`config.mk`:
```
export PLATFORM = sky130hd
export DESIGN_NAME = disp_timing_gen
export DESIGN_NICKNAME = d
export VERILOG_FILES = /design/src/rtl/dtg_pkg.sv /design/src/rtl/dtg_regs.sv /design/src/rtl/dtg_counter.sv /design/src/rtl/dtg_decode.sv /design/src/rtl/disp_timing_gen.sv
export SDC_FILE = /design/constraint.sdc
export NUM_CORES = 1
export LEC_CHECK = 0
export BUFFER_PORTS_ARGS = -buffer_cell sky130_fd_sc_hd__buf_2
export CAP_MARGIN = 20
export CORE_MARGIN = 5
export CORE_UTILIZATION = 57
export CTS_CLUSTER_SIZE = 30
export DETAILED_ROUTE_END_ITERATION = 8
export HOLD_SLACK_MARGIN = 0.06
export PLACE_DENSITY = 0.76
export SKIP_CTS_REPAIR_TIMING = 1
export SYNTH_ARGS = -nofsm -noshare
export SYNTH_HDL_FRONTEND = slang
export SYNTH_SLANG_ARGS = --single-unit
export TNS_END_PERCENT = 50
```
`constraint.sdc`:
```
create_clock -name clk -period 5 [get_ports clk]
set_clock_uncertainty 0.2 [all_clocks]
set_input_delay 0.25 -clock clk [delete_from_list [all_inputs] [get_ports clk]]
set_output_delay 0.25 -clock clk [all_outputs]
set_load 0.01 [all_outputs]
```
`src/rtl/dtg_pkg.sv`:
```
package dtg_pkg;

  localparam int unsigned HW = 16;
  localparam int unsigned VW = 32;
  localparam int unsigned AW = 4;
  localparam int unsigned DW = 32;

  typedef enum logic [AW-1:0] {
    A_HCTL       = 4'd0,
    A_VPERIOD    = 4'd1,
    A_VPULSE     = 4'd2,
    A_DISP_VBEG  = 4'd3,
    A_DISP_VFIN  = 4'd4,
    A_ACT_VBEG   = 4'd5,
    A_ACT_VFIN   = 4'd6,
    A_DISP_HWIN  = 4'd7,
    A_ACT_HWIN   = 4'd8,
    A_DATA_WIDTH = 4'd9,
    A_POLARITY   = 4'd10,
    A_VRR_CTRL   = 4'd11,
    A_VRR_MODE   = 4'd12,
    A_VRR_TOTAL  = 4'd13,
    A_VRR_TRIG   = 4'd14
  } reg_addr_e;

  localparam int unsigned POL_HS  = 0;
  localparam int unsigned POL_VS  = 1;
  localparam int unsigned POL_DE  = 2;
  localparam int unsigned MODE_B0 = 0;
  localparam int unsigned MODE_B1 = 8;

  typedef struct packed {
    logic [HW-1:0] h_period;
    logic [HW-1:0] hs_width;
    logic [HW-1:0] dh_beg;
    logic [HW-1:0] dh_fin;
    logic [HW-1:0] ah_beg;
    logic [HW-1:0] ah_fin;
    logic [HW-1:0] data_w;
    logic [VW-1:0] v_period;
    logic [VW-1:0] vs_pulse;
    logic [VW-1:0] dv_beg;
    logic [VW-1:0] dv_fin;
    logic [VW-1:0] av_beg;
    logic [VW-1:0] av_fin;
    logic [VW-1:0] vrr_total;
    logic [2:0]    pol;
    logic          vrr_en;
    logic          vrr_oneshot;
  } tcfg_t;

endpackage

```
`src/rtl/dtg_regs.sv`:
```
module dtg_regs
  import dtg_pkg::*;
(
  input  logic          clk,
  input  logic          rst_n,
  input  logic          wr_en,
  input  logic [AW-1:0] wr_addr,
  input  logic [DW-1:0] wr_data,
  input  logic          running,
  input  logic          load,
  input  logic          frame_end,
  output tcfg_t         cfg_act,
  output logic          trig_pend
);

  tcfg_t pend_q;
  tcfg_t pend_d;
  logic  trig_set;
  logic  trig_d;

  always_comb begin
    pend_d = pend_q;
    if (wr_en) begin
      case (wr_addr)
        A_HCTL: begin
          pend_d.h_period = wr_data[31:16];
          pend_d.hs_width = wr_data[15:0];
        end
        A_VPERIOD:   pend_d.v_period  = wr_data[VW-1:0];
        A_VPULSE:    pend_d.vs_pulse  = wr_data[VW-1:0];
        A_DISP_VBEG: pend_d.dv_beg    = wr_data[VW-1:0];
        A_DISP_VFIN: pend_d.dv_fin    = wr_data[VW-1:0];
        A_ACT_VBEG:  pend_d.av_beg    = wr_data[VW-1:0];
        A_ACT_VFIN:  pend_d.av_fin    = wr_data[VW-1:0];
        A_DISP_HWIN: begin
          pend_d.dh_fin = wr_data[31:16];
          pend_d.dh_beg = wr_data[15:0];
        end
        A_ACT_HWIN: begin
          pend_d.ah_fin = wr_data[31:16];
          pend_d.ah_beg = wr_data[15:0];
        end
        A_DATA_WIDTH: pend_d.data_w    = wr_data[15:0];
        A_POLARITY:   pend_d.pol       = wr_data[2:0];
        A_VRR_CTRL:   pend_d.vrr_en    = wr_data[0];
        A_VRR_MODE:   pend_d.vrr_oneshot = wr_data[MODE_B0] & wr_data[MODE_B1];
        A_VRR_TOTAL:  pend_d.vrr_total = wr_data[VW-1:0];
        default: ;
      endcase
    end
  end

  // A trigger is only recorded while running; it is dropped at a frame end
  // or when the engine stops, and a fresh write wins over the drop.
  always_comb begin
    trig_set = wr_en && (wr_addr == A_VRR_TRIG) && running;
    trig_d   = trig_set | (trig_pend & ~(frame_end | ~running));
  end

  always_ff @(posedge clk or negedge rst_n) begin
    if (!rst_n) begin
      pend_q    <= '0;
      trig_pend <= 1'b0;
    end else begin
      pend_q    <= pend_d;
      trig_pend <= trig_d;
    end
  end

  always_ff @(posedge clk or negedge rst_n) begin
    if (!rst_n) begin
      cfg_act <= '0;
    end else if (load) begin
      cfg_act <= pend_q;
    end
  end

endmodule

```
`src/rtl/dtg_counter.sv`:
```
module dtg_counter #(
  parameter int unsigned HW  = 16,
  parameter int unsigned VW  = 32,
  parameter int unsigned FCW = 16,
  parameter int unsigned LCW = 16
) (
  input  logic           clk,
  input  logic           rst_n,
  input  logic           en,
  input  logic [HW-1:0]  h_period,
  input  logic [VW-1:0]  v_period,
  input  logic [VW-1:0]  vrr_total,
  input  logic           vrr_en,
  input  logic           vrr_oneshot,
  input  logic           trig_pend,
  output logic           running,
  output logic [VW-1:0]  pix_cnt,
  output logic [HW-1:0]  h_cnt,
  output logic [LCW-1:0] line_cnt,
  output logic [FCW-1:0] frame_cnt,
  output logic           frame_end
);

  logic           h_last;
  logic           v_last;
  logic           t_last;
  logic           t_early;
  logic           f_last;
  logic           run_d;
  logic [VW-1:0]  pix_d;
  logic [HW-1:0]  h_d;
  logic [LCW-1:0] line_d;
  logic [FCW-1:0] frame_d;

  always_comb begin
    h_last  = (h_cnt == h_period - 1'b1);
    v_last  = (pix_cnt == v_period - 1'b1);
    t_last  = (pix_cnt == vrr_total - 1'b1);
    t_early = trig_pend && (pix_cnt >= v_period - 1'b1);
    if (!vrr_en) begin
      f_last = v_last;
    end else if (vrr_oneshot) begin
      f_last = t_last | t_early;
    end else begin
      f_last = t_last;
    end
    frame_end = running & f_last;
  end

  always_comb begin
    run_d   = running;
    pix_d   = pix_cnt;
    h_d     = h_cnt;
    line_d  = line_cnt;
    frame_d = frame_cnt;
    if (!en) begin
      run_d   = 1'b0;
      pix_d   = '0;
      h_d     = '0;
      line_d  = '0;
      frame_d = '0;
    end else if (!running) begin
      run_d   = 1'b1;
      pix_d   = '0;
      h_d     = '0;
      line_d  = '0;
      frame_d = '0;
    end else if (f_last) begin
      pix_d   = '0;
      h_d     = '0;
      line_d  = '0;
      frame_d = frame_cnt + 1'b1;
    end else begin
      pix_d = pix_cnt + 1'b1;
      if (h_last) begin
        h_d    = '0;
        line_d = line_cnt + 1'b1;
      end else begin
        h_d = h_cnt + 1'b1;
      end
    end
  end

  always_ff @(posedge clk or negedge rst_n) begin
    if (!rst_n) begin
      running   <= 1'b0;
      pix_cnt   <= '0;
      h_cnt     <= '0;
      line_cnt  <= '0;
      frame_cnt <= '0;
    end else begin
      running   <= run_d;
      pix_cnt   <= pix_d;
      h_cnt     <= h_d;
      line_cnt  <= line_d;
      frame_cnt <= frame_d;
    end
  end

endmodule

```
`src/rtl/dtg_decode.sv`:
```
module dtg_decode #(
  parameter int unsigned HW = 16,
  parameter int unsigned VW = 32
) (
  input  logic          running,
  input  logic [VW-1:0] pix_cnt,
  input  logic [HW-1:0] h_cnt,
  input  logic [HW-1:0] hs_width,
  input  logic [VW-1:0] vs_pulse,
  input  logic [HW-1:0] dh_beg,
  input  logic [HW-1:0] dh_fin,
  input  logic [HW-1:0] ah_beg,
  input  logic [HW-1:0] ah_fin,
  input  logic [HW-1:0] data_w,
  input  logic [VW-1:0] dv_beg,
  input  logic [VW-1:0] dv_fin,
  input  logic [VW-1:0] av_beg,
  input  logic [VW-1:0] av_fin,
  input  logic [2:0]    pol,
  output logic          hsync_o,
  output logic          vsync_o,
  output logic          disp_en_o,
  output logic          act_en_o,
  output logic          data_vld_o
);

  localparam int unsigned XW = HW + 1;

  logic          hs_raw;
  logic          vs_raw;
  logic          disp_h;
  logic          disp_v;
  logic          act_h;
  logic          act_v;
  logic          data_h;
  logic [XW-1:0] data_lim;

  always_comb begin
    hs_raw   = running && (h_cnt < hs_width);
    vs_raw   = running && (pix_cnt < vs_pulse);
    disp_h   = (h_cnt >= dh_beg) && (h_cnt <= dh_fin);
    disp_v   = (pix_cnt >= dv_beg) && (pix_cnt <= dv_fin);
    act_h    = (h_cnt >= ah_beg) && (h_cnt <= ah_fin);
    act_v    = (pix_cnt >= av_beg) && (pix_cnt <= av_fin);
    data_lim = {1'b0, ah_beg} + {1'b0, data_w};
    data_h   = (h_cnt >= ah_beg) && ({1'b0, h_cnt} < data_lim);

    hsync_o    = hs_raw ^ pol[0];
    vsync_o    = vs_raw ^ pol[1];
    disp_en_o  = (running && disp_h && disp_v) ^ pol[2];
    act_en_o   = running && act_h && act_v;
    data_vld_o = running && act_v && data_h;
  end

endmodule

```
`src/rtl/disp_timing_gen.sv`:
```
module disp_timing_gen
  import dtg_pkg::*;
#(
  parameter int unsigned FCW = 16,
  parameter int unsigned LCW = 16
) (
  input  logic           clk,
  input  logic           rst_n,
  input  logic           en,
  input  logic           wr_en,
  input  logic [AW-1:0]  wr_addr,
  input  logic [DW-1:0]  wr_data,
  output logic           hsync_o,
  output logic           vsync_o,
  output logic           disp_en_o,
  output logic           act_en_o,
  output logic           data_vld_o,
  output logic [FCW-1:0] frame_cnt_o,
  output logic [LCW-1:0] line_cnt_o
);

  tcfg_t          cfg_act;
  logic           trig_pend;
  logic           running;
  logic           frame_end;
  logic           load;
  logic [VW-1:0]  pix_cnt;
  logic [HW-1:0]  h_cnt;

  assign load = ~running | frame_end;

  dtg_regs u_regs (
    .clk       (clk),
    .rst_n     (rst_n),
    .wr_en     (wr_en),
    .wr_addr   (wr_addr),
    .wr_data   (wr_data),
    .running   (running),
    .load      (load),
    .frame_end (frame_end),
    .cfg_act   (cfg_act),
    .trig_pend (trig_pend)
  );

  dtg_counter #(.HW(HW), .VW(VW), .FCW(FCW), .LCW(LCW)) u_cnt (
    .clk         (clk),
    .rst_n       (rst_n),
    .en          (en),
    .h_period    (cfg_act.h_period),
    .v_period    (cfg_act.v_period),
    .vrr_total   (cfg_act.vrr_total),
    .vrr_en      (cfg_act.vrr_en),
    .vrr_oneshot (cfg_act.vrr_oneshot),
    .trig_pend   (trig_pend),
    .running     (running),
    .pix_cnt     (pix_cnt),
    .h_cnt       (h_cnt),
    .line_cnt    (line_cnt_o),
    .frame_cnt   (frame_cnt_o),
    .frame_end   (frame_end)
  );

  dtg_decode #(.HW(HW), .VW(VW)) u_dec (
    .running    (running),
    .pix_cnt    (pix_cnt),
    .h_cnt      (h_cnt),
    .hs_width   (cfg_act.hs_width),
    .vs_pulse   (cfg_act.vs_pulse),
    .dh_beg     (cfg_act.dh_beg),
    .dh_fin     (cfg_act.dh_fin),
    .ah_beg     (cfg_act.ah_beg),
    .ah_fin     (cfg_act.ah_fin),
    .data_w     (cfg_act.data_w),
    .dv_beg     (cfg_act.dv_beg),
    .dv_fin     (cfg_act.dv_fin),
    .av_beg     (cfg_act.av_beg),
    .av_fin     (cfg_act.av_fin),
    .pol        (cfg_act.pol),
    .hsync_o    (hsync_o),
    .vsync_o    (vsync_o),
    .disp_en_o  (disp_en_o),
    .act_en_o   (act_en_o),
    .data_vld_o (data_vld_o)
  );

endmodule

```
After elaboration in Yosys (flattened, before gate mapping). Index checks and enable logic that the tools add are counted.

Logic and storage cells: 138. Output and inout bits: 37. Flip-flop bits (word level): 764.

Add/sub/neg operators: 8. Equality and inequality tests: 19. Reductions and logical operators: 31. Mux-type cells: 17. Magnitude comparators: 12. Bitwise gates (word level): 11.

Operators by type and width (number): two-way mux 16 bit (11); >= comparator 32 bit (3); two-way mux 32 bit (3); == test 32 bit (2); <= comparator 32 bit (2); subtractor 32 x 1 -> 32 bit, second input constant (2); adder 16 x 1 -> 16 bit, second input constant (3); adder 32 x 1 -> 32 bit, second input constant (1); >= comparator 16 bit (2); <= comparator 16 bit (2); < comparator 32 bit (1); == test 4 bit, second input constant (7); AND reduction 2 bit (14); adder 16 x 16 -> 17 bit (1); < comparator 16 x 17 -> 1 bit (1); == test 16 bit (1); == test 4 x 3 -> 1 bit, second input constant (4); logical AND 1 bit (16); < comparator 16 bit (1); subtractor 16 x 1 -> 16 bit, second input constant (1); == test 4 x 2 -> 1 bit, second input constant (2); == test 4 x 1 -> 1 bit, second input constant (1); logical NOT 4 bit (1); inequality test 4 bit, second input constant (1); other kinds (6) (15).

Logic depth before layout (Yosys ltp).
Word-level depth: 11. Gate-level depth with buffers: 20. Mapped depth without buffers: 18.

Hierarchy. From an unflattened synthesis, not the netlist that was laid out.

Cells, all modules: 3308. Area, all modules: 39575.5 µm².

By module, submodules not included: dtg_regs (cells each 1497, sequential area each 17091.4 µm², area an instance 25400.6 µm², instances 1); dtg_decode (cells each 977, sequential area each 0.0 µm², area an instance 7135.6 µm², instances 1); dtg_counter (cells each 833, sequential area each 2026.9 µm², area an instance 7033.0 µm², instances 1); disp_timing_gen (cells each 1, sequential area each 0.0 µm², area an instance 6.3 µm², instances 1).

Worst setup path after synthesis. OpenSTA, ideal clock, no wires.

Path kind: reg2reg. From: reg u_regs.cfg_act[201] (netlist name). To: reg u_regs.cfg_act[10] (netlist name). Setup time: 127 ps. Setup slack: -182 ps. Arrival time: 4855 ps. Stages on the path, launching flop included: 19. Period minus slack after synthesis: 5182 ps. Cell sequence: dfrtp_1 -> nor4_1 -> nand2_1 -> or4_1 -> nor2b_1 -> and3_1 -> nor4bb_1 -> xnor2_1 -> ha_1 -> nand4_1 -> or4_1 -> nor2_1 -> o31ai_1 -> a221oi_1 -> nor2_2 -> nand2_2 -> buf_4 -> buf_6 -> mux2_1.

Word-level cells in the longest chain between the ends: 8. Elaborated cells on any way between the ends: 9. Those cells by class: add/sub (1); order compare (1); eq/ne (1); mux (2); bitwise (3); reduce/logical (1).

Ends and longest elaborated chain: subtractor 32 x 1 -> 32 bit (*) (line dtg_counter.sv:37, dtg_counter.sv:39); >= comparator 32 bit (line dtg_counter.sv:39) `t_early = trig_pend && (pix_cnt >= v_period - 1'b1);`; logical AND 1 bit (line dtg_counter.sv:39); OR 1 bit (line dtg_counter.sv:43) `f_last = t_last | t_early;`; two-way mux 1 bit (line dtg_counter.sv:42) `end else if (vrr_oneshot) begin`; two-way mux 1 bit (*) (line dtg_counter.sv:40) `if (!vrr_en) begin`; bitwise AND 1 bit (*) (line dtg_counter.sv:47) `frame_end = running & f_last;`; OR 1 bit (*) (line disp_timing_gen.sv:30) `assign load = ~running | frame_end;`.

Mark *: on every way between the ends. The rest lies on a longest branch, timed or not. A chain may end at the register's enable or synchronous reset.

Worst setup path in the final report.
From: reg u_regs.cfg_act[199] (netlist name). To: reg u_regs.cfg_act[56] (netlist name).

Word-level cells in the longest chain between the ends: 8. Elaborated cells on any way between the ends: 9. Those cells by class: add/sub (1); order compare (1); eq/ne (1); mux (2); bitwise (3); reduce/logical (1).

Ends and longest elaborated chain (line): subtractor 32 x 1 -> 32 bit (*) (dtg_counter.sv:37, dtg_counter.sv:39); >= comparator 32 bit (dtg_counter.sv:39); logical AND 1 bit (dtg_counter.sv:39); OR 1 bit (dtg_counter.sv:43); two-way mux 1 bit (dtg_counter.sv:42); two-way mux 1 bit (*) (dtg_counter.sv:40); bitwise AND 1 bit (*) (dtg_counter.sv:47); OR 1 bit (*) (disp_timing_gen.sv:30).

Marks and branches as above.

==> results.ini <==
[grt]
grt_max_degree = 147
overflow = 0
grt_pass1_vias = 27830
track_usage_pct = 26.20
antenna_found_initial = 6
grt_pass1_wl_mm = 153.8

[finish]
layout.nets = 3804
regArea_um2 = 19120
layout-drive-gt1-share_pct = 24.41
n_fill_cell = 4897
area_growth_pct = 15.84
multiInputGateArea_um2 = 19070
fin_area_um2 = 45440

[synth]
synth_top_family_by_area = multiplexers
synthArstFlopShare_pct = 100.0
synthTopCellsByArea = dfrtp_1, ha_1, mux2_1, mux2_2, inv_1
synth_edf_count = 0
yosys.area.top_type = dfrtp_1
synth_cells = 3238
synth_mux_area_share_pct = 19.73
synth_adder_area_share_pct = 9.900
synth_xor_area_share_pct = 3.840
ys_seq_area_share_pct = 48.74
synthFlopType = dfrtp_1
avgSynthCellArea_um2 = 12.12
synth-seq-cells = 764
syn-num-nets = 3587
yosys.area.top_type_share_pct = 48.74
synth_top_cells_by_count = dfrtp_1, mux2_1, mux2_2
yosys.area_share.simple_pct = 7.616
yosys_warnings = 0
yosysUniqueCellTypes = 77
synth.most_common_cell = dfrtp_1
syn-cell-area_um2 = 39230
synth_compound_area_share_pct = 5.913

[setup_path]
critPathRequiredTime_ns = 5.31
r2r_end = u_regs.cfg_act[56]
worst_ep_arrival_time_ns = 5.46
r2r_slack_ns = -0.15
critical_path_class = reg2reg
crit_path_end_kind = register
critPathLaunchType = register
timing.rr.start = u_regs.cfg_act[199]
cp_max_fo = 10
ff2ff_path_depth = 22

[detailed_routing]
ant_nets = 0
vias = 26500
routed_wl_mm = 100.7
wl_per_cell_um = 22.90
first_iter_violations = 1932
vias_per_cell = 6.023
drc = 0
first_pass_iters = 5

[clocking]
clock_latency_ns = 0.64
cts_made_buffers = 79
cts.sinks = 764
htree_levels = 3
clk_pin_slew_ns = 0.06
cts_buffer_depth = 3
cts_tree = yes
clockRootBuffer = clkbuf_16

[timing]
final_max_slew_viol_count = 0
period_needed_ns = 5.152
rsz0062_at_grt = true
setup_viol = 341
worst_pin_slew_ns = 1.165
fin_ws_ns = -0.1515
hold_viol_final = 0
slew_headroom_pct = 21.54
period_share_pct = 103.0
fmax_mhz = 194.1

[hold_path]
holdPathStages = 4
whs_endpoint = u_regs.pend_q[1]
hold_class = in2reg
min_from = wr_addr[1]

[die]
die_area_um2 = 74170
fp-row-count = 96
io_pins = 77
die_h_um = 272.3
dieWidth_um = 272.3
core_um2 = 68470
initial_core_util_pct = 57.30

[power_and_ir_drop]
power_density_nw_per_um2 = 476.9
ir_worst_vdd_uv = 375.1
swShare_pct = 31.64
combPwrFrac_pct = 29.9
seqPwrFrac_pct = 42.7
p_clk_share_pct = 27.4
p_switching_w = 0.006858
p_int_w = 0.01481
p_leak_nw = 21.81
total_power_w = 0.02167

[placed_design]
io_buffer_count = 76
gp_congestion = 0.9044
place_area_um2 = 41170
dpl.hpwl_mm = 67.80

[outcome]
violations = negative setup slack
outcome = finished, violations left

[run]
drv_cap = 0

cell families after synthesis:
family,after synthesis
flip-flops,764
multiplexers,688
AND/OR/NAND/NOR,572
buffers and inverters,381
AO/OA/AOI/OAI,351
adder cells (fa/ha/maj),310
XOR/XNOR,172
sequential cells by signal, summed over array words and instances (netlist names):
signal	flops
u_regs.pend_q	341
u_regs.trig_pend	1
u_cnt.running	1
u_cnt.h_cnt	16
u_cnt.line_cnt	16
u_regs.cfg_act	341
u_cnt.pix_cnt	32
u_cnt.frame_cnt	16
layout by cell type (no fill, tap or decap), types with 12 or more instances in the layout:
master         instances
inv_1                253
nor2_1               156
dfrtp_1              764
mux2_1               213
a21o_1                57
and3_1                19
nand4_1               61
a211oi_1              16
clkbuf_16             92
buf_2                 75
a31oi_1               12
nand2b_1              21
xnor2_1              100
o211ai_1              24
o21ai_0               60
nand3_1               45
buf_4                 92
buf_12                23
clkbuf_8              23
xor2_1                72
buf_6                 14
clkbuf_1              14
nor2b_1               35
nor3_1                37
mux2_4               128
mux2_2               341
ha_1                 308
o21a_1                27
nor4_1                28
a21oi_1               83
nand2_1               88
dlygate4sd3_1         39
critical path, stage by stage (launching register included):
cell	delay, ns
dfrtp_1	0.38
nor4_2	0.34
nand2_1	0.14
or4_4	0.45
nor2b_1	0.12
buf_4	0.14
and3_4	0.18
buf_6	0.09
nor3b_4	0.17
xnor2_1	0.09
ha_1	0.29
nand4_1	0.12
nor4_2	0.34
a21oi_2	0.12
nor4b_2	0.21
nand4_1	0.17
nor4_4	0.42
nor2_4	0.09
nand2_8	0.13
buf_12	0.17
clkbuf_16	0.17
clkbuf_16	0.16
mux2_1	0.32
cell type report:
| class | instances | share of cell area (%) |
|---|---|---|
| clock inverter | 24 | 0.5837 |
| tap | 882 | 2.428 |
| clock buffer | 117 | 5.218 |
| timing repair buffer | 264 | 5.633 |
| multi-input combinational | 2093 | 41.96 |
| inverter | 253 | 2.090 |
| sequential | 764 | 42.07 |
| antenna | 2 | 0.01101 |
power by group through the flow:
stage | Combinational (W) | Clock (W) | Sequential, W
2_1_floorplan | 0.00432 | 0 | 0.00875
3_3_place_gp | 0.00537 | 0 | 0.00912
3_5_place_dp | 0.00571 | 0 | 0.00925
4_1_cts | 0.00577 | 0.00603 | 0.00915
5_1_grt | 0.00717 | 0.00630 | 0.00945
6_report | 0.00648 | 0.00594 | 0.00925
worst max-delay path by stage:
stage,from,end,slack [ns]
4_1_cts,u_regs.cfg_act[201],u_regs.cfg_act[321],-0.38
5_1_grt,u_regs.cfg_act[199],u_regs.cfg_act[56],-0.36
3_3_place_gp,u_regs.cfg_act[201],u_regs.cfg_act[200],-0.40
2_1_floorplan,u_regs.cfg_act[201],u_regs.cfg_act[10],0.02
6_report,u_regs.cfg_act[199],u_regs.cfg_act[56],-0.15
3_5_place_dp,u_regs.cfg_act[201],u_regs.cfg_act[158],-0.35
through the flow:
step                util, %  std cells  setup WS, ns  TNS [ns]  hold slack [ns]
global route          66.37       4398       -0.3601   -109.19          0.06518
CTS                   63.98       4317       -0.3774   -125.90          -0.4810
finish                66.37       4399       -0.1515    -19.21          0.07058
detailed placement    60.13       4176       -0.3492   -115.64           0.1898
floorplan                 -       3238       0.02183         0          -0.2456
global placement      60.09       4175       -0.4019   -143.61           0.1837
routing by layer:
layer  vias to the layer above  GRT usage, %  wire (µm)
met5                         -             0         10
met4                         2         9.953       3920
met3                       248         4.237       5034
met2                       787         43.73      48890
met1                     13610         34.75      42880
li1                      11850             -          -
No activity file was read; power rests on OpenSTA's default activity.
